$ cat config.mk
export PLATFORM = sky130hd
export DESIGN_NAME = scr_autosync
export DESIGN_NICKNAME = d
export VERILOG_FILES = /design/src/rtl/scr_sync_pkg.sv /design/src/rtl/scr_lfsr_core.sv /design/src/rtl/scr_sync_seq.sv /design/src/rtl/scr_sticky_bit.sv /design/src/rtl/scr_autosync.sv
export SDC_FILE = /design/constraint.sdc
export NUM_CORES = 1
export LEC_CHECK = 0
export ABC_AREA = 0
export BUFFER_PORTS_ARGS = -buffer_cell sky130_fd_sc_hd__buf_2
export CORE_MARGIN = 2
export CORE_UTILIZATION = 64
export CTS_BUF_LIST = sky130_fd_sc_hd__clkbuf_16
export DETAILED_ROUTE_END_ITERATION = 6
export PLACE_DENSITY = 0.85
export REMOVE_ABC_BUFFERS = 1
export SYNTH_ARGS = -nofsm -noshare
export SYNTH_HDL_FRONTEND = slang
export SYNTH_HIERARCHICAL = 1
export SYNTH_SLANG_ARGS = --single-unit
$ cat constraint.sdc
create_clock -name clk -period 2.4 [get_ports clk]
set_input_delay 0.12 -clock clk [delete_from_list [all_inputs] [get_ports clk]]
set_output_delay 0.12 -clock clk [all_outputs]
set_load 0.01 [all_outputs]
$ cat src/rtl/scr_sync_pkg.sv
package scr_sync_pkg;

  typedef enum logic [1:0] {
    PH_IDLE   = 2'd0,
    PH_FILL   = 2'd1,
    PH_VERIFY = 2'd2,
    PH_LOCKED = 2'd3
  } sync_phase_e;

  typedef enum logic [1:0] {
    MD_SCR   = 2'd0,
    MD_DESCR = 2'd1,
    MD_ONES  = 2'd2
  } lfsr_mode_e;

endpackage

$ cat src/rtl/scr_lfsr_core.sv
module scr_lfsr_core
  import scr_sync_pkg::*;
#(
  parameter int LEN    = 23,
  parameter int TAP_LO = 5,
  parameter int TAP_HI = 18
) (
  input  logic       clk,
  input  logic       rst_n,
  input  logic       upd,
  input  logic       skip,
  input  lfsr_mode_e mode,
  input  logic       poly_sel,
  input  logic       din,
  output logic       gen_bit,
  output logic       dout,
  output logic       dout_vld
);

  logic [LEN-1:0] sr_q, sr_d;
  logic           fb;
  logic           out_c;
  logic           shin;
  logic           dout_d;
  logic           vld_d;
  logic           dout_en;

  // feedback taps: stage k lives at sr_q[k-1]
  always_comb begin
    fb = (poly_sel ? sr_q[TAP_HI-1] : sr_q[TAP_LO-1]) ^ sr_q[LEN-1];
  end

  always_comb begin
    out_c = din ^ fb;
    shin  = out_c;
    unique case (mode)
      MD_DESCR: begin
        out_c = din ^ fb;
        shin  = din;
      end
      MD_ONES: begin
        out_c = ~fb;
        shin  = ~fb;
      end
      default: begin
        out_c = din ^ fb;
        shin  = din ^ fb;
      end
    endcase
  end

  assign gen_bit = out_c;

  always_comb begin
    sr_d    = sr_q;
    dout_en = upd | skip;
    dout_d  = 1'b0;
    vld_d   = upd | skip;
    if (upd) begin
      sr_d   = {sr_q[LEN-2:0], shin};
      dout_d = out_c;
    end
  end

  always_ff @(posedge clk or negedge rst_n) begin
    if (!rst_n) begin
      sr_q     <= '0;
      dout     <= 1'b0;
      dout_vld <= 1'b0;
    end else begin
      dout_vld <= vld_d;
      if (upd)     sr_q <= sr_d;
      if (dout_en) dout <= dout_d;
    end
  end

endmodule

$ cat src/rtl/scr_sync_seq.sv
module scr_sync_seq
  import scr_sync_pkg::*;
#(
  parameter int FILL_LEN = 23,
  parameter int WIN_LEN  = 128,
  parameter int THR_W    = 8
) (
  input  logic             clk,
  input  logic             rst_n,
  input  logic             lock_en,
  input  logic             manual_descr,
  input  logic             upd,
  input  logic             match,
  input  logic [THR_W-1:0] thresh,
  output sync_phase_e      phase,
  output lfsr_mode_e       mode,
  output logic             lock_evt,
  output logic             fail_evt
);

  localparam int FC_W = $clog2(FILL_LEN);
  localparam int WC_W = $clog2(WIN_LEN);
  localparam int MC_W = $clog2(WIN_LEN + 1);
  localparam int CW   = ((MC_W > THR_W) ? MC_W : THR_W) + 1;

  sync_phase_e     ph_q, ph_d;
  logic [FC_W-1:0] fill_q, fill_d;
  logic [WC_W-1:0] win_q, win_d;
  logic [MC_W-1:0] mcnt_q, mcnt_d;
  logic [MC_W-1:0] mcnt_inc;
  logic            fill_en, win_en, mcnt_en;

  // saturating match accumulator
  always_comb begin
    if (mcnt_q == MC_W'(WIN_LEN)) mcnt_inc = mcnt_q;
    else                          mcnt_inc = mcnt_q + MC_W'(match);
  end

  always_comb begin
    ph_d     = ph_q;
    fill_d   = fill_q;
    win_d    = win_q;
    mcnt_d   = mcnt_q;
    lock_evt = 1'b0;
    fail_evt = 1'b0;
    if (!lock_en) begin
      ph_d = PH_IDLE;
    end else begin
      unique case (ph_q)
        PH_IDLE: begin
          ph_d   = PH_FILL;
          fill_d = '0;
        end
        PH_FILL: begin
          if (upd) begin
            if (fill_q == FC_W'(FILL_LEN - 1)) begin
              ph_d   = PH_VERIFY;
              win_d  = '0;
              mcnt_d = '0;
            end else begin
              fill_d = fill_q + 1'b1;
            end
          end
        end
        PH_VERIFY: begin
          if (upd) begin
            if (CW'(mcnt_inc) > CW'(thresh)) begin
              ph_d     = PH_LOCKED;
              lock_evt = 1'b1;
              mcnt_d   = mcnt_inc;
            end else if (win_q == WC_W'(WIN_LEN - 1)) begin
              ph_d     = PH_FILL;
              fill_d   = '0;
              fail_evt = 1'b1;
            end else begin
              win_d  = win_q + 1'b1;
              mcnt_d = mcnt_inc;
            end
          end
        end
        default: ph_d = PH_LOCKED;
      endcase
    end
  end

  assign fill_en = (fill_d != fill_q);
  assign win_en  = (win_d != win_q);
  assign mcnt_en = (mcnt_d != mcnt_q);

  always_ff @(posedge clk or negedge rst_n) begin
    if (!rst_n) begin
      ph_q   <= PH_IDLE;
      fill_q <= '0;
      win_q  <= '0;
      mcnt_q <= '0;
    end else begin
      ph_q <= ph_d;
      if (fill_en) fill_q <= fill_d;
      if (win_en)  win_q  <= win_d;
      if (mcnt_en) mcnt_q <= mcnt_d;
    end
  end

  always_comb begin
    unique case (ph_q)
      PH_FILL:             mode = MD_DESCR;
      PH_VERIFY, PH_LOCKED: mode = MD_ONES;
      default:             mode = manual_descr ? MD_DESCR : MD_SCR;
    endcase
  end

  assign phase = ph_q;

endmodule

$ cat src/rtl/scr_sticky_bit.sv
module scr_sticky_bit (
  input  logic clk,
  input  logic rst_n,
  input  logic set,
  input  logic clr,
  output logic q
);

  logic q_d;

  always_comb begin
    q_d = q;
    if (clr) q_d = 1'b0;
    if (set) q_d = 1'b1;
  end

  always_ff @(posedge clk or negedge rst_n) begin
    if (!rst_n) q <= 1'b0;
    else        q <= q_d;
  end

endmodule

$ cat src/rtl/scr_autosync.sv
module scr_autosync
  import scr_sync_pkg::*;
#(
  parameter int LFSR_LEN = 23,
  parameter int TAP_LO   = 5,
  parameter int TAP_HI   = 18,
  parameter int FILL_LEN = 23,
  parameter int WIN_LEN  = 128,
  parameter int THR_W    = 8
) (
  input  logic             clk,
  input  logic             rst_n,
  input  logic             lock_en,
  input  logic             manual_descr,
  input  logic             two_level,
  input  logic             poly_sel,
  input  logic [THR_W-1:0] sync_thresh,
  input  logic             bit_valid,
  input  logic             bit_data,
  input  logic             bit_mag,
  input  logic             irq_clr,
  input  logic             fail_clr,
  output logic             dout,
  output logic             dout_vld,
  output logic [1:0]       phase,
  output logic             sync_irq,
  output logic             fail_flag
);

  logic [1:0]  rs_q;
  logic        rst_sync_n;
  logic        upd, skip;
  logic        gen_bit;
  lfsr_mode_e  mode;
  sync_phase_e ph;
  logic        lock_evt, fail_evt;

  // assert asynchronously, release on the clock
  always_ff @(posedge clk or negedge rst_n) begin
    if (!rst_n) rs_q <= 2'b00;
    else        rs_q <= {rs_q[0], 1'b1};
  end
  assign rst_sync_n = rs_q[1];

  // magnitude bits are dropped in two-level signalling
  assign skip = bit_valid & two_level & bit_mag;
  assign upd  = bit_valid & ~skip;

  scr_lfsr_core #(
    .LEN    (LFSR_LEN),
    .TAP_LO (TAP_LO),
    .TAP_HI (TAP_HI)
  ) u_core (
    .clk      (clk),
    .rst_n    (rst_sync_n),
    .upd      (upd),
    .skip     (skip),
    .mode     (mode),
    .poly_sel (poly_sel),
    .din      (bit_data),
    .gen_bit  (gen_bit),
    .dout     (dout),
    .dout_vld (dout_vld)
  );

  scr_sync_seq #(
    .FILL_LEN (FILL_LEN),
    .WIN_LEN  (WIN_LEN),
    .THR_W    (THR_W)
  ) u_seq (
    .clk          (clk),
    .rst_n        (rst_sync_n),
    .lock_en      (lock_en),
    .manual_descr (manual_descr),
    .upd          (upd),
    .match        (gen_bit == bit_data),
    .thresh       (sync_thresh),
    .phase        (ph),
    .mode         (mode),
    .lock_evt     (lock_evt),
    .fail_evt     (fail_evt)
  );

  scr_sticky_bit u_irq (
    .clk   (clk),
    .rst_n (rst_sync_n),
    .set   (lock_evt),
    .clr   (irq_clr),
    .q     (sync_irq)
  );

  scr_sticky_bit u_fail (
    .clk   (clk),
    .rst_n (rst_sync_n),
    .set   (fail_evt),
    .clr   (fail_clr),
    .q     (fail_flag)
  );

  assign phase = ph;

endmodule

== After elaboration in Yosys (flattened, before gate mapping) ==
Index checks and enable logic that the tools add are counted.

* Word-level logic and storage cells: 91
* Input bits: 19
* Output and inout port bits: 6
* Flip-flop bits (word level): 51

* Reduce and logical (&&, ||, !) cells: 5
* Muxes and demuxes: 48
* Bitwise operators: 8
* Magnitude comparators: 1
* $add $sub $neg: 3
* Equality and inequality tests: 16

{| class="wikitable"
|+ Operator list
! kind !! number
|-
| $mux 8 || 7
|-
| $mux 7 || 6
|-
| $mux 5 || 6
|-
| $mux 1 || 17
|-
| $pmux 8 s2 || 1
|-
| $pmux 5 s3 || 1
|-
| $pmux 7 s2 || 1
|-
| $mux 2 || 6
|-
| $add 8x1->8 || 1
|-
| $eq 8x8->1 const B || 1
|-
| $gt 8x8->1 || 1
|-
| $ne 8x8->1 || 1
|-
| $add 7x1->7 const B || 1
|-
| $eq 7x7->1 const B || 1
|-
| $ne 7x7->1 || 1
|-
| $eq 2x2->1 const B || 3
|-
| $ne 3x3->1 const B || 2
|-
| $pmux 2 s3 || 1
|-
| $add 5x1->5 const B || 1
|-
| $eq 5x5->1 const B || 1
|-
| $ne 5x5->1 || 1
|-
| $eq 2x1->1 const B || 2
|-
| $ne 4x2->1 const B || 1
|-
| $pmux 2 s2 || 1
|-
| 11 further kinds || 16
|}

== Logic depth before layout (Yosys ltp) ==
Gate-level depths: netlist of the first run.

* Depth in word-level cells: 14
* Gate-level depth with buffers: 22
* Mapped depth without buffers: 20

== By module ==
The synthesis of the first run kept the hierarchy.

{| class="wikitable"
|+ Modules (own cells, without submodules)
! module !! area each (µm²) !! sequential area each (µm²) !! times used !! cells an instance
|-
| scr_sync_seq || 1737.9 || 550.5 || 1 || 196
|-
| scr_lfsr_core || 1024.7 || 625.6 || 1 || 70
|-
| scr_autosync || 80.1 || 50.0 || 1 || 6
|-
| scr_sticky_bit || 36.3 || 25.0 || 2 || 3
|}

== Worst setup path before layout of the first run ==
Ideal clock, no wire load.

* Kind: register -> register
* From: register u_seq.ph_q[1], in the netlist u_seq/phase[1]
* To: register u_seq.win_q[0]
* Clock period less this slack: 4.253 ns
* Cell stages (with the launch flop): 23
* Required time: 2.275 ns
* Slack: -1.853 ns
* Buffers on the path: 2
* Data arrival time: 4.128 ns
* Library setup time: 0.125 ns
* Cell sequence: dfrtp_1 inv_1 ha_1 clkbuf_1 mux2_2 inv_1 ha_1 nor2_1 xnor2_1 xnor2_1 ha_1 nand3_1 nor2_1 nand3_1 xnor2_1 ha_1 nand2_1 or3b_4 a21oi_4 or2_1 buf_6 nor3_2 mux2_2

* Word-level cells in the longest chain between the ends: 14
* Elaborated cells on any way between the ends: 16
* Classes of those cells: add/sub: 1; order compare: 1; eq/ne: 6; mux: 7; reduce/logical: 1

{| class="wikitable"
|+ RTL lines
! item !! RTL line !! RTL
|-
| start: declaration || scr_sync_seq.sv:26 || <nowiki>sync_phase_e ph_q, ph_d;</nowiki>
|-
| start signal: assignment || scr_sync_seq.sv:97 || <nowiki>ph_q <= ph_d;</nowiki>
|-
| $eq 2x2->1 || scr_sync_seq.sv:105 || <nowiki>unique case (ph_q)</nowiki>
|-
| $reduce_or 2->1 || scr_sync_seq.sv:105 ||
|-
| $pmux 2 s2 * || scr_sync_seq.sv:105 ||
|-
| net mode[0] || scr_autosync.sv:34 || <nowiki>lfsr_mode_e mode;</nowiki>
|-
| $eq 2x2->1 * || scr_lfsr_core.sv:36 || <nowiki>unique case (mode)</nowiki>
|-
| $mux 1 * || n/a ||
|-
| net gen_bit || scr_autosync.sv:33 || <nowiki>logic gen_bit;</nowiki>
|-
| $eq 1x1->1 * || scr_autosync.sv:76 || <nowiki>.match (gen_bit == bit_data),</nowiki>
|-
| $add 8x1->8 * || scr_sync_seq.sv:36 || <nowiki>else mcnt_inc = mcnt_q + MC_W'(match);</nowiki>
|-
| $mux 8 * || scr_sync_seq.sv:35 || <nowiki>if (mcnt_q == MC_W'(WIN_LEN)) mcnt_inc = mcnt_q;</nowiki>
|-
| $gt 8x8->1 * || scr_sync_seq.sv:67 || <nowiki>if (CW'(mcnt_inc) > CW'(thresh)) begin</nowiki>
|-
| $mux 7 * || scr_sync_seq.sv:67 ||
|-
| $mux 7 * || scr_sync_seq.sv:66 || <nowiki>if (upd) begin</nowiki>
|-
| $pmux 7 s2 * || scr_sync_seq.sv:49 || <nowiki>unique case (ph_q)</nowiki>
|-
| $mux 7 * || scr_sync_seq.sv:46 || <nowiki>if (!lock_en) begin</nowiki>
|-
| $ne 7x7->1 || scr_sync_seq.sv:87 || <nowiki>assign win_en = (win_d != win_q);</nowiki>
|-
| end signal: assignment || scr_sync_seq.sv:99 || <nowiki>if (win_en) win_q <= win_d;</nowiki>
|-
| end: declaration || scr_sync_seq.sv:28 || <nowiki>logic [WC_W-1:0] win_q, win_d;</nowiki>
|}

The timed path passes the listed nets; every way through them passes the cells marked *.
A chain may end at the register's enable or synchronous reset.

== Final worst setup path of the first run ==
* From: register u_seq.ph_q[0], in the netlist u_seq/phase[0]
* To: register u_seq.fill_q[4]

* Word-level cells in the longest chain between the ends: 14
* Elaborated cells on any way between the ends: 17
* Classes of those cells: add/sub: 1; order compare: 1; eq/ne: 6; mux: 7; reduce/logical: 2

{| class="wikitable"
|+ RTL lines
! item !! RTL line !! RTL
|-
| $eq 2x2->1 || scr_sync_seq.sv:105 ||
|-
| $reduce_or 2->1 || scr_sync_seq.sv:105 ||
|-
| $pmux 2 s2 * || scr_sync_seq.sv:105 ||
|-
| net mode[1] || scr_autosync.sv:34 ||
|-
| $eq 2x2->1 * || scr_lfsr_core.sv:36 ||
|-
| $mux 1 * || n/a ||
|-
| net gen_bit || scr_autosync.sv:33 ||
|-
| $eq 1x1->1 * || scr_autosync.sv:76 ||
|-
| $add 8x1->8 * || scr_sync_seq.sv:36 ||
|-
| $mux 8 * || scr_sync_seq.sv:35 ||
|-
| $gt 8x8->1 * || scr_sync_seq.sv:67 ||
|-
| $mux 5 * || scr_sync_seq.sv:67 ||
|-
| $mux 5 * || scr_sync_seq.sv:66 ||
|-
| $pmux 5 s3 * || scr_sync_seq.sv:49 ||
|-
| $mux 5 * || scr_sync_seq.sv:46 ||
|-
| $ne 5x5->1 || scr_sync_seq.sv:86 || <nowiki>assign fill_en = (fill_d != fill_q);</nowiki>
|-
| end signal: assignment || scr_sync_seq.sv:98 || <nowiki>if (fill_en) fill_q <= fill_d;</nowiki>
|-
| end: declaration || scr_sync_seq.sv:27 || <nowiki>logic [FC_W-1:0] fill_q, fill_d;</nowiki>
|}

Marked as above.

==> results of run 1 <==
[power breakdown]
| part | switching, mW | internal [mW] |
|---|---|---|
| Clock | 0.335 | 0.396 |
| Combinational | 0.523 | 0.581 |
| Sequential | 0.132 | 1.06 |
| Total | 0.990 | 2.04 |
[per-layer routing]
metal	global-route usage (%)	up-vias	part of all wire [%]
met3	5.06	109	8.8
met1	40.2	1320	34
met4	14.9	0	8.7
met2	60.6	267	49
met5	0	-	0
li1	-	1169	-
[final cells by class]
type / count / area (µm²)
Timing Repair Buffer: 80 / 594
Inverter: 19 / 73.8
Sequential cell: 51 / 1280
Clock buffer: 5 / 125
Tap cell: 52 / 65.1
Clock inverter: 3 / 26.3
Multi-Input combinational cell: 199 / 1900
Fill cell: 137 / 323
[Yosys cell counts (2+ instances only)]
| library cell | count | area [µm²] |
|---|---|---|
| sky130_fd_sc_hd__o211ai_1 | 2 | 15.0 |
| sky130_fd_sc_hd__xor2_1 | 3 | 26.3 |
| sky130_fd_sc_hd__nand4_1 | 4 | 25.0 |
| sky130_fd_sc_hd__nor4b_1 | 2 | 17.5 |
| sky130_fd_sc_hd__clkbuf_1 | 5 | 18.8 |
| sky130_fd_sc_hd__a22o_1 | 4 | 35.0 |
| sky130_fd_sc_hd__nor2b_1 | 2 | 12.5 |
| sky130_fd_sc_hd__nor2_1 | 14 | 52.6 |
| sky130_fd_sc_hd__a32o_1 | 7 | 70.1 |
| sky130_fd_sc_hd__nand2_1 | 25 | 93.8 |
| sky130_fd_sc_hd__nor3_1 | 5 | 25.0 |
| sky130_fd_sc_hd__o31a_1 | 2 | 17.5 |
| sky130_fd_sc_hd__o31ai_1 | 3 | 22.5 |
| sky130_fd_sc_hd__ha_1 | 19 | 238 |
| sky130_fd_sc_hd__inv_1 | 19 | 71.3 |
| sky130_fd_sc_hd__a21o_1 | 3 | 22.5 |
| sky130_fd_sc_hd__a21oi_1 | 8 | 40.0 |
| sky130_fd_sc_hd__nor3_2 | 2 | 20.0 |
| sky130_fd_sc_hd__o21ai_0 | 9 | 45.0 |
| sky130_fd_sc_hd__nand3_1 | 12 | 60.1 |
| sky130_fd_sc_hd__a31oi_1 | 4 | 25.0 |
| sky130_fd_sc_hd__and3_1 | 4 | 25.0 |
| sky130_fd_sc_hd__xnor2_1 | 8 | 70.1 |
| sky130_fd_sc_hd__o21ai_1 | 5 | 25.0 |
| sky130_fd_sc_hd__mux2_2 | 24 | 270 |
| sky130_fd_sc_hd__and4_1 | 2 | 17.5 |
| sky130_fd_sc_hd__dfrtp_1 | 51 | 1280 |
| sky130_fd_sc_hd__buf_2 | 3 | 15.0 |
[registers in the layout, summed over array words and instances (netlist names)]
register	flops
u_seq/phase	2
u_core/dout_vld	1
u_seq/mcnt_q	8
u_irq/q	1
u_seq/win_q	7
u_core/dout	1
u_fail/q	1
u_seq/fill_q	5
u_core/sr_q	23
rs_q	2
[worst min-delay path: cells and delay by family]
| family | cells | cell delay, ns |
|---|---|---|
| AOI/OAI and AO/OA | 1 | 0.11 |
| buffers and inverters | 2 | 0.13 |
[worst min path at each step]
stage	cells after the start	slack (ns)	endpoint
detailed placement	1	-0.09	rs_q[0]
global placement	1	-0.1	rs_q[0]
global route	3	0.12	u_irq/q
CTS	3	0.08	u_fail/q
floorplan	0	-0.18	rs_q[0]
finish	3	0.11	u_irq/q
[what timing repair did]
action                     CTS  global route
hold endpoints to repair     2             0
setup endpoints to repair   24            24
pin swaps                   43            32
setup buffers                9             5
hold buffers                 1             0
gates resized for setup     48            36
[kinds of logic (layout without fill, tap and decap cells)]
logic type,after synthesis,in the layout,synth area share [%]
other,1,1,0.129
and+or+nand+nor,82,82,15.0
adders and majority gates,19,19,8.15
DFF,51,51,43.8
xor gates and xnor gates,11,11,3.30
AOI/OAI and AO/OA,61,61,15.9
muxes,25,25,9.74
buffers and inverters,28,107,3.99
==> results.md, run 1 <==
- Post-route DRC: 0
- Worst r2r dst: u_seq/fill_q[4]
- Routed via count divided by cell count: around 7.0
- Cell breakdown of the critical path: buf_6 -> buf_6 -> ha_4 -> nor2_4 -> nor2_4 -> ha_4 -> nor2_4 -> xnor2_4 -> xnor2_2 -> ha_4 -> nand3_1 -> xnor2_2 -> ha_1 -> nand4_1 -> or3b_4 -> a21oi_4 -> buf_6 -> o31a_1 -> o21ai_1 -> o31ai_1
- Number of maximum-capacitance violations: 0
- Overall routed net length: ~10,000 µm
- Antenna violations before repair: 0
- Netlist Area Pre-Place: just under 3000 µm²
- First-pass GRT wire length: ~13,000 µm
- H-tree depth: 2
- Slowest cell on crit path: sky130_fd_sc_hd__or3b_4
- Sort of element at the start of the critical path: flip-flop
- Slew at the pin closest to its max-slew limit: around 0.66 ns
- Leakage power of the design: about 1.9 nW
- Maximum count of clock buffers along a single path: 2
- Total Power Consumption: just over 3 mW
- Layout Nets: roughly 390
- Iteration-0 DRC Markers: 418
- Floorplan die height: about 71 µm
- Reg-to-reg slack, setup: -1.88 ns
- CTS root buffer: sky130_fd_sc_hd__clkbuf_16
- Gp weighted congestion: 0.884
- Top library cells by usage in the layout, fill and taps aside: sky130_fd_sc_hd__dfrtp_1, sky130_fd_sc_hd__buf_4, sky130_fd_sc_hd__buf_2, sky130_fd_sc_hd__nand2_1, sky130_fd_sc_hd__mux2_2
- Start point of the critical path: u_seq/phase[0]
- IR drop worst, VDD: slightly below 0.8 mV
- Result of the run: finished, violations left
- Setup TNS: -43.54 ns
- CP endpoint: u_seq/fill_q[4]
- Violations in the final reports: negative setup slack
- Via count: approximately 2,900
- Synthesized area per cell: ~10 µm²
- Antenna diode count: 0
- Share of flip-flops with an asynchronous set or reset: 100%
- Fin Clk Skew: roughly 0.011 ns
- Count of synthesis-stage warnings from yosys: 6
- Total Die Area: 5110 µm²
- Start of the worst register-to-register path: u_seq/phase[0]
- Clk Latency, worst-skew pair: about 0.30 ns
- Total instance count after detailed placement: 386
- Number of detailed-routing iterations run before antenna repair: 5
- Sequential area share after synthesis: roughly 44%
- Tightest Hold Check Type: in -> reg
- Effective utilization at floorplan: about two thirds
- Post-synthesis cell count: roughly 280
- Family of cells with the greatest summed delay on the critical path: simple AND/OR/NAND/NOR gates
- Clock-pin slew of the registers on the worst-case setup and hold paths: ~0.070 ns
- Slew headroom: roughly 55%
- Sum of overflow across all layers after global routing: 0
- Setup repair after global routing missed its margin: true
- Pin count of the biggest net entering global routing: 34
- Final design utilization: about 93%
- Category of the worst setup path capture point: flip-flop
- Minimum hold slack: 0.111 ns
- Width of the die: 71.5 µm
- Post-route fraction of the period consumed by the critical path: 178%
- Post-layout worst setup margin: -1.88 ns
- Critical path required time: approximately 2.6 ns
- Final Critical Period: about 4.3 ns
- Placed wire-length estimate after detailed placement: around 4700 µm
- Number of ports placed on the die boundary: 25
- Remaining antenna violation count after routing: 0
- Worst setup timing slack at the placement stage: -1.83 ns
- Maximum fanout encountered on the critical timing path: 4
- Length in cells of the worst reg-to-reg path: 20
- Layout Area Growth over Synthesis: 39.3%
- Vias in the first global route: about 2,600
- Final Slew Violations: 0
- FMAX: roughly 230 MHz
- Core outline area: between 4000 and 5000 µm²
- Peak per-stage delay on the critical path: 0.43 ns
- Number of flip-flops and latches in the synthesized netlist: 51
- Share of cells above drive strength 1: between 40 and 50%
- Most used flip-flop cell after synthesis: sky130_fd_sc_hd__dfrtp_1
- Final count of hold timing violations: 0
- Total stage count of the critical path: 20
- Total GRT Usage: between 30 and 40%
- Setup violators final: 24
- Count of flip-flops with a built-in enable after synthesis: 0
- Buffers plus inverters on the worst setup path: 3
- Unique cell type count in the Yosys netlist: 55
- Power per standard cell area: ~750 nW/µm²
- Non-filler cells, final: approximately 410
- Port Buf Inserts: 24
- Per-cell routed wire length: roughly 25 µm
- Worst hold path startpoint: irq_clr
- Total placed instance area: about 3400 µm²
- CTS tree: built
- Most frequent standard cell in the layout excluding fill and tap cells: sky130_fd_sc_hd__dfrtp_1
- Final cell area excluding filler cells: about 4100 µm²
- Startpoint-to-endpoint class of the critical path: reg -> reg
- Number of clock sinks: just over 50
- Std cell rows: 24
- Number of CTS-inserted buffers: 5
- Endpoint arrival time on the critical path: ~4.5 ns
Note: power is estimated with default switching activity, not from simulation.
==> run 2: changes to the inputs <==
Settings changed: CORE_ASPECT_RATIO set to 0.7, CORE_MARGIN 2 to 8, GPL_TIMING_DRIVEN set to 0.
==> run 2 against run 1 <==
  * The flow still finishes with violations (negative setup slack)
  * Clock skew down 0.0036 ns
  * Final area down 6.1%
  * Final cell count down 5.6%
  * Fmax up 2.1%
  * Critical path depth up 1
  * Clock power up 10%
  * Sequential share of layout area up 2.1 points
  * Setup slack better by 0.087 ns
  * Non-clock buffer count down 26
  * Total power down 5.5%
  * Critical endpoint is now u_seq/mcnt_q[2]
==> results.md, run 2 (synthesis gave the netlist of run 1 again) <==
- Overall routed net length: about 8200 µm
- Vias in the first global route: 2,227
- Violations in the final reports: negative setup slack
- Placed wire-length estimate after detailed placement: 4050 µm
- Std cell rows: 20
- Slew at the pin closest to its max-slew limit: roughly 0.69 ns
- Final Slew Violations: 0
- Leakage power of the design: approximately 1.7 nW
- Maximum count of clock buffers along a single path: 2
- Total GRT Usage: 19.3%
- Worst setup timing slack at the placement stage: -2.34 ns
- Pin count of the biggest net entering global routing: 43
- Fin Clk Skew: 0.00780 ns
- Net Sw Power: ~0.87 mW
- Final count of hold timing violations: 0
- Width of the die: 96.7 µm
- Filler Cells Inserted: roughly 170
- Slowest cell on crit path: sky130_fd_sc_hd__dfrtp_1
- Number of flip-flops in the largest register: 23
- Final Critical Period: roughly 4.2 ns
- Critical path required time: 2.58 ns
- First-pass GRT wire length: approximately 11,000 µm
- CTS tree: built
- Buffers plus inverters on the worst setup path: 3
- Number of clock sinks: 51
- Power share of the combinational group: between 30% and 40%
- Top library cells by usage in the layout, fill and taps aside: sky130_fd_sc_hd__dfrtp_1, sky130_fd_sc_hd__buf_2, sky130_fd_sc_hd__mux2_2, sky130_fd_sc_hd__nand2_1, sky130_fd_sc_hd__buf_4
- Clock-pin slew of the registers on the worst-case setup and hold paths: roughly 0.070 ns
- Routed via count divided by cell count: 6.67
- Post-route fraction of the period consumed by the critical path: 175%
- Share of cells above drive strength 1: roughly 42%
- Slew headroom: a little over half
- Clk Latency, worst-skew pair: approximately 0.29 ns
- Final design utilization: a little under 90%
- Endpoint arrival time on the critical path: around 4.4 ns
- Setup TNS: -40.80 ns
- Floorplan die height: a little over 70 µm
- Layout Area Growth over Synthesis: 30.9%
- Switching part of the total: 30.2%
- Effective utilization at floorplan: 67.0%
- Port Buf Inserts: 24
- Number of maximum-capacitance violations: 0
- Iteration-0 DRC Markers: 229
- Peak per-stage delay on the critical path: ~0.41 ns
- Register with the most flip-flops: u_core/sr_q
- Remaining antenna violation count after routing: 0
- Layout Nets: between 300 and 400
- Category of the worst setup path capture point: flip-flop
- IR drop worst, VDD: just under 0.6 mV
- Tightest Hold Check Type: reg -> async
- Cell breakdown of the critical path: inv_2 -> ha_4 -> mux2_4 -> inv_4 -> ha_4 -> nor2_2 -> xnor2_2 -> xnor2_2 -> ha_2 -> ha_4 -> nand3_2 -> nor2_4 -> xor2_2 -> ha_1 -> nand2_4 -> or3b_4 -> a21oi_4 -> buf_12 -> o31a_4 -> o21ai_4 -> a32o_1
- Antenna violations before repair: 0
- Antenna diode count: 0
- Fraction of power consumed by sequential logic: between 40% and 50%
- Setup violators final: 24
- CTS root buffer: sky130_fd_sc_hd__clkbuf_16
- Family of cells with the greatest summed delay on the critical path: adder cells
- Area used by multi-input combinational logic: approximately 1800 µm²
- Most frequent standard cell in the layout excluding fill and tap cells: sky130_fd_sc_hd__dfrtp_1
- FMAX: approximately 240 MHz
- Number of detailed-routing iterations run before antenna repair: 5
- Core outline area: between 4000 and 5000 µm²
- Sum of overflow across all layers after global routing: 0
- Number of CTS-inserted buffers: 5
- Result of the run: finished, violations left
- Gp weighted congestion: roughly 0.85
- Startpoint-to-endpoint class of the critical path: reg -> reg
- Sort of element at the start of the critical path: flip-flop
- Per-cell routed wire length: roughly 21 µm
- Reg-to-reg slack, setup: -1.80 ns
- Total Power Consumption: ~2.9 mW
- Post-layout worst setup margin: -1.80 ns
- Internal power consumption: roughly 2.0 mW
- Setup repair after global routing missed its margin: true
- Via count: 2,573
- Post-route DRC: 0
- Cell repeated most along the worst path: sky130_fd_sc_hd__ha_4
- Combined flip-flop and latch cell area: 1280 µm²
- Number of ports placed on the die boundary: 25
- Largest regs: u_core/sr_q (23), u_seq/mcnt_q (8), u_seq/win_q (7)
- H-tree depth: 2
- Total Die Area: between 7000 and 8000 µm²
- Proportion of power drawn by the clock network: between 20% and 30%
- Power per standard cell area: around 750 nW/µm²
- Maximum fanout encountered on the critical timing path: 7
run 2: per-stage QoR:
stage | hold WS, ns | cells | cell area, µm²
2_1_floorplan | -0.176 | 269 | 2870
3_3_place_gp | -0.0944 | 348 | 3060
3_5_place_dp | -0.0922 | 350 | 3120
4_1_cts | 0.0778 | 376 | 3570
5_1_grt | 0.128 | 386 | 3810
6_report | 0.116 | 386 | 3810
run 2: worst register-to-register path, stage by stage, from the launching register on:
cell and delay (ns):
sky130_fd_sc_hd__dfrtp_1 0.41, sky130_fd_sc_hd__inv_2 0.13, sky130_fd_sc_hd__ha_4 0.15, sky130_fd_sc_hd__mux2_4 0.32, sky130_fd_sc_hd__inv_4 0.07, sky130_fd_sc_hd__ha_4 0.13
sky130_fd_sc_hd__nor2_2 0.05, sky130_fd_sc_hd__xnor2_2 0.16, sky130_fd_sc_hd__xnor2_2 0.22, sky130_fd_sc_hd__ha_2 0.28, sky130_fd_sc_hd__ha_4 0.16, sky130_fd_sc_hd__nand3_2 0.13
sky130_fd_sc_hd__nor2_4 0.16, sky130_fd_sc_hd__xor2_2 0.08, sky130_fd_sc_hd__ha_1 0.33, sky130_fd_sc_hd__nand2_4 0.06, sky130_fd_sc_hd__or3b_4 0.38, sky130_fd_sc_hd__a21oi_4 0.14
sky130_fd_sc_hd__buf_12 0.14, sky130_fd_sc_hd__o31a_4 0.19, sky130_fd_sc_hd__o21ai_4 0.10, sky130_fd_sc_hd__a32o_1 0.27
run 2: routing by layer:
layer | track usage [%] | wire length, µm
met2 | 29.9 | 3970
met5 | 0 | 0
met3 | 6.26 | 689
met4 | 9.17 | 374
met1 | 24.2 | 3180
run 2: area by class of cell:
type                            instances  share of cell area (%)
Clock inverter                          3                    1.02
Sequential cell                        51                    33.5
Clock buffer                            5                    3.28
Tap cell                               55                    1.80
Multi-Input combinational cell        199                    47.4
Inverter                               19                    1.94
Timing Repair Buffer                   54                    11.0
run 2: timing repair:
item,CTS,global route
hold buffers,1,0
pin swaps,32,38
setup endpoints to repair,24,24
hold endpoints to repair,2,0
resized for setup,34,33
buffers inserted,17,10
run 2: final timing paths:
check	start	depth (start not counted)	end
max	u_seq/phase[1]	21	u_seq/mcnt_q[2]
min	rs_q[1]	0	u_seq/win_q[4]
max reg2reg	u_seq/phase[1]	21	u_seq/mcnt_q[2]
min reg2reg	rs_q[1]	0	u_seq/win_q[4]
max in group asynchronous	rs_q[1]	1	u_seq/phase[0]
min in group clk	lock_en	2	u_seq/phase[0]
run 2: power groups by stage:
stage | combinational, mW | clock (mW) | sequential [mW]
2_1_floorplan | 0.468 | 0 | 1.18
5_1_grt | 0.914 | 0.845 | 1.22
6_report | 0.866 | 0.805 | 1.20
3_3_place_gp | 0.569 | 0 | 1.20
3_5_place_dp | 0.636 | 0 | 1.21
4_1_cts | 0.758 | 0.811 | 1.19
==> run 3: changes to the inputs <==
Settings changed: PLACE_DENSITY 0.85 to not set, PLACE_DENSITY_LB_ADDON set to 0.08.
==> run 3 against run 2 <==
  * Setup slack better by 0.019 ns
  * Via count down 5.9%
  * Sequential share of layout area up 0.59 points
  * Largest cell class unchanged
  * Critical path depth down 1
  * Global-route usage up 0.89 points
  * Final area down 1.7%
  * Clock skew down 0.0019 ns
  * Non-clock buffer count down 4
  * The run still ends with negative setup slack left
==> results.md, run 3 (synthesis gave the netlist of run 1 again) <==
- Busiest metal layer after global routing: met2
- Hold Path Sink: u_fail/q
- Clock-pin slew of the registers on the worst-case setup and hold paths: roughly 0.070 ns
- Reg-to-reg slack, setup: -1.78 ns
- Start of the worst register-to-register path: u_seq/phase[0]
- Fraction of power consumed by sequential logic: between 40% and 50%
- Top library cells by usage in the layout, fill and taps aside: sky130_fd_sc_hd__dfrtp_1, sky130_fd_sc_hd__buf_2, sky130_fd_sc_hd__mux2_2, sky130_fd_sc_hd__nand2_1, sky130_fd_sc_hd__buf_4
- Internal power consumption: about 2 mW
- First-pass GRT wire length: 11,600 µm
- Result of the run: finished, violations left
- Global routing usage on met2: around a third
- Iteration-0 DRC Markers: between 200 and 250
- CTS root buffer: sky130_fd_sc_hd__clkbuf_16
- Maximum fanout encountered on the critical timing path: 5
- Cell breakdown of the critical path: inv_4 -> ha_4 -> mux2_4 -> inv_2 -> ha_4 -> nor2_4 -> xnor2_2 -> xnor2_1 -> ha_2 -> nand3_2 -> nor2_4 -> nand3_2 -> xnor2_2 -> ha_4 -> nand2_2 -> o31a_1 -> o31a_4 -> buf_4 -> buf_4 -> a32o_1
- Layout Area Growth over Synthesis: 28.6%
- Net Sw Power: between 0.8 and 0.9 mW
- Setup TNS: -40.50 ns
- Leakage power of the design: 1.72 nW
- Pin count of the biggest net entering global routing: 28
- Proportion of power drawn by the clock network: about 28%
- Largest regs: u_core/sr_q (23), u_seq/mcnt_q (8), u_seq/win_q (7)
- Switching part of the total: between 30% and 40%
- Port Buf Inserts: 24
- Worst setup timing slack at the placement stage: -2.36 ns
- Fin Clk Skew: 0.00587 ns
- Final Critical Period: 4.18 ns
- Peak per-stage delay on the critical path: 0.47 ns
- Clk Latency, worst-skew pair: 0.29 ns
- Filler Cells Inserted: about 190
- Post-route DRC: 0
- GRT met3 Usage: approximately 5.2%
- Total Power Consumption: 2.88 mW
- Tightest Hold Check Type: in -> reg
- Number of CTS-inserted buffers: 5
- Setup violators final: 24
- Remaining antenna violation count after routing: 0
- Category of the worst setup path capture point: flip-flop
- Family of cells with the greatest summed delay on the critical path: compound AO/OA/AOI/OAI gates
- Final cell area excluding filler cells: around 3700 µm²
- Slew at the pin closest to its max-slew limit: between 0.8 and 0.9 ns
- Number of ports placed on the die boundary: 25
- Via count: between 2,000 and 2,500
- Slowest cell on crit path: sky130_fd_sc_hd__dfrtp_2
- Critical path required time: 2.58 ns
- Power share of the combinational group: between 20% and 30%
- Total placed instance area: around 3100 µm²
- Antenna violations before repair: 0
- Gp weighted congestion: 0.836
- Endpoint arrival time on the critical path: roughly 4.4 ns
- Non-filler cells, final: about 380
- Antenna diode count: 0
- H-tree depth: 2
- Vias in the first global route: between 2,000 and 2,500
- CTS tree: built
- Effective utilization at floorplan: between 60% and 70%
- Maximum count of clock buffers along a single path: 2
- Total Die Area: between 7000 and 8000 µm²
- Post-layout worst setup margin: -1.78 ns
- Sum of overflow across all layers after global routing: 0
- Buffers plus inverters on the worst setup path: 4
- Slew headroom: between 40% and 50%
- Share of cells above drive strength 1: between 40% and 50%
- Number of flip-flops in the largest register: 23
- Final count of hold timing violations: 0
- Worst hold path startpoint: fail_clr
- Sort of element at the start of the critical path: flip-flop
- Per-cell routed wire length: 19.9 µm
- Startpoint-to-endpoint class of the critical path: reg -> reg
- Total instance count after detailed placement: 350
- IR drop worst, VDD: approximately 0.57 mV
- Power per standard cell area: 768 nW/µm²
- Worst r2r dst: u_seq/mcnt_q[7]
- Post-route fraction of the period consumed by the critical path: 174%
- Number of maximum-capacitance violations: 0
- Number of clock sinks: 51
- Min-Delay Path Depth: 3
- FMAX: roughly 240 MHz
- Total GRT Usage: 20.2%
- Final Slew Violations: 0
- Length in cells of the worst reg-to-reg path: 20
- Cell repeated most along the worst path: sky130_fd_sc_hd__ha_4
- Grt met1 use: between 20% and 30%
- Overall routed net length: 7590 µm
- Register with the most flip-flops: u_core/sr_q
- Setup repair after global routing missed its margin: true
- Number of detailed-routing iterations run before antenna repair: 4
- Std cell rows: 20
- Core outline area: between 4000 and 5000 µm²
- Placed wire-length estimate after detailed placement: 4550 µm
- Layout Nets: between 300 and 400
- Violations in the final reports: negative setup slack
- Width of the die: 96.7 µm
- Most frequent standard cell in the layout excluding fill and tap cells: sky130_fd_sc_hd__dfrtp_1
- Routed via count divided by cell count: 6.34
- Floorplan die height: a little over 70 µm
-- run 3: stage by stage --
step	util, %	hold slack, ns
CTS	82.5	0.0886
detailed placement	71.6	-0.0867
global route	86.1	0.115
floorplan	-	-0.176
finish	86.1	0.0970
global placement	70.3	-0.0944
-- run 3: worst max-delay path by stage --
stage,start,end,cells after the start
global route,u_seq/phase[0],u_seq/mcnt_q[7],20
finish,u_seq/phase[0],u_seq/mcnt_q[7],20
global placement,u_seq/phase[1],u_seq/win_q[0],20
detailed placement,u_seq/phase[1],u_seq/win_q[0],20
floorplan,u_seq/phase[1],u_seq/win_q[0],20
CTS,u_seq/phase[1],u_seq/win_q[2],21
-- run 3: worst register-to-register path, delay by kind of cell (launching register included) --
kind / cells / cell delay [ns]
xor+xnor: 3 / 0.53
buf+inv: 4 / 0.46
fa+ha+maj: 4 / 0.84
simple gates: 5 / 0.47
compound gates: 3 / 0.98
flops: 1 / 0.47
mux: 1 / 0.30
-- run 3: repair_timing --
item / in CTS / in global routing
setup buffers: 16 / 7
hold buffers: 1 / 0
gates resized for setup: 41 / 20
hold endpoints to repair: 2 / 0
setup endpoints to repair: 24 / 24
pin swaps: 31 / 20
-- run 3: cell type report --
cell class                      count  area (µm²)  area share, %
Inverter                           19        73.8           1.97
Timing Repair Buffer               50         367           9.78
Clock inverter                      3        46.3           1.23
Tap cell                           55        68.8           1.84
Clock buffer                        5         125           3.34
Multi-Input combinational cell    199        1790           47.7
Sequential cell                    51        1280           34.1
-- run 3: routing by layer --
layer	routed length (µm)	part of all wire, %
met1	3310	44
met2	3590	47
met3	538	7.1
met4	155	2.0
met5	0	0
-- run 3: power by group through the flow --
stage | Combinational (mW) | Clock [mW] | Sequential, mW
after floorplan | 0.468 | 0 | 1.18
after global placement | 0.570 | 0 | 1.21
after detailed placement | 0.626 | 0 | 1.22
after CTS | 0.748 | 0.817 | 1.20
after global routing | 0.907 | 0.860 | 1.24
final | 0.850 | 0.815 | 1.21
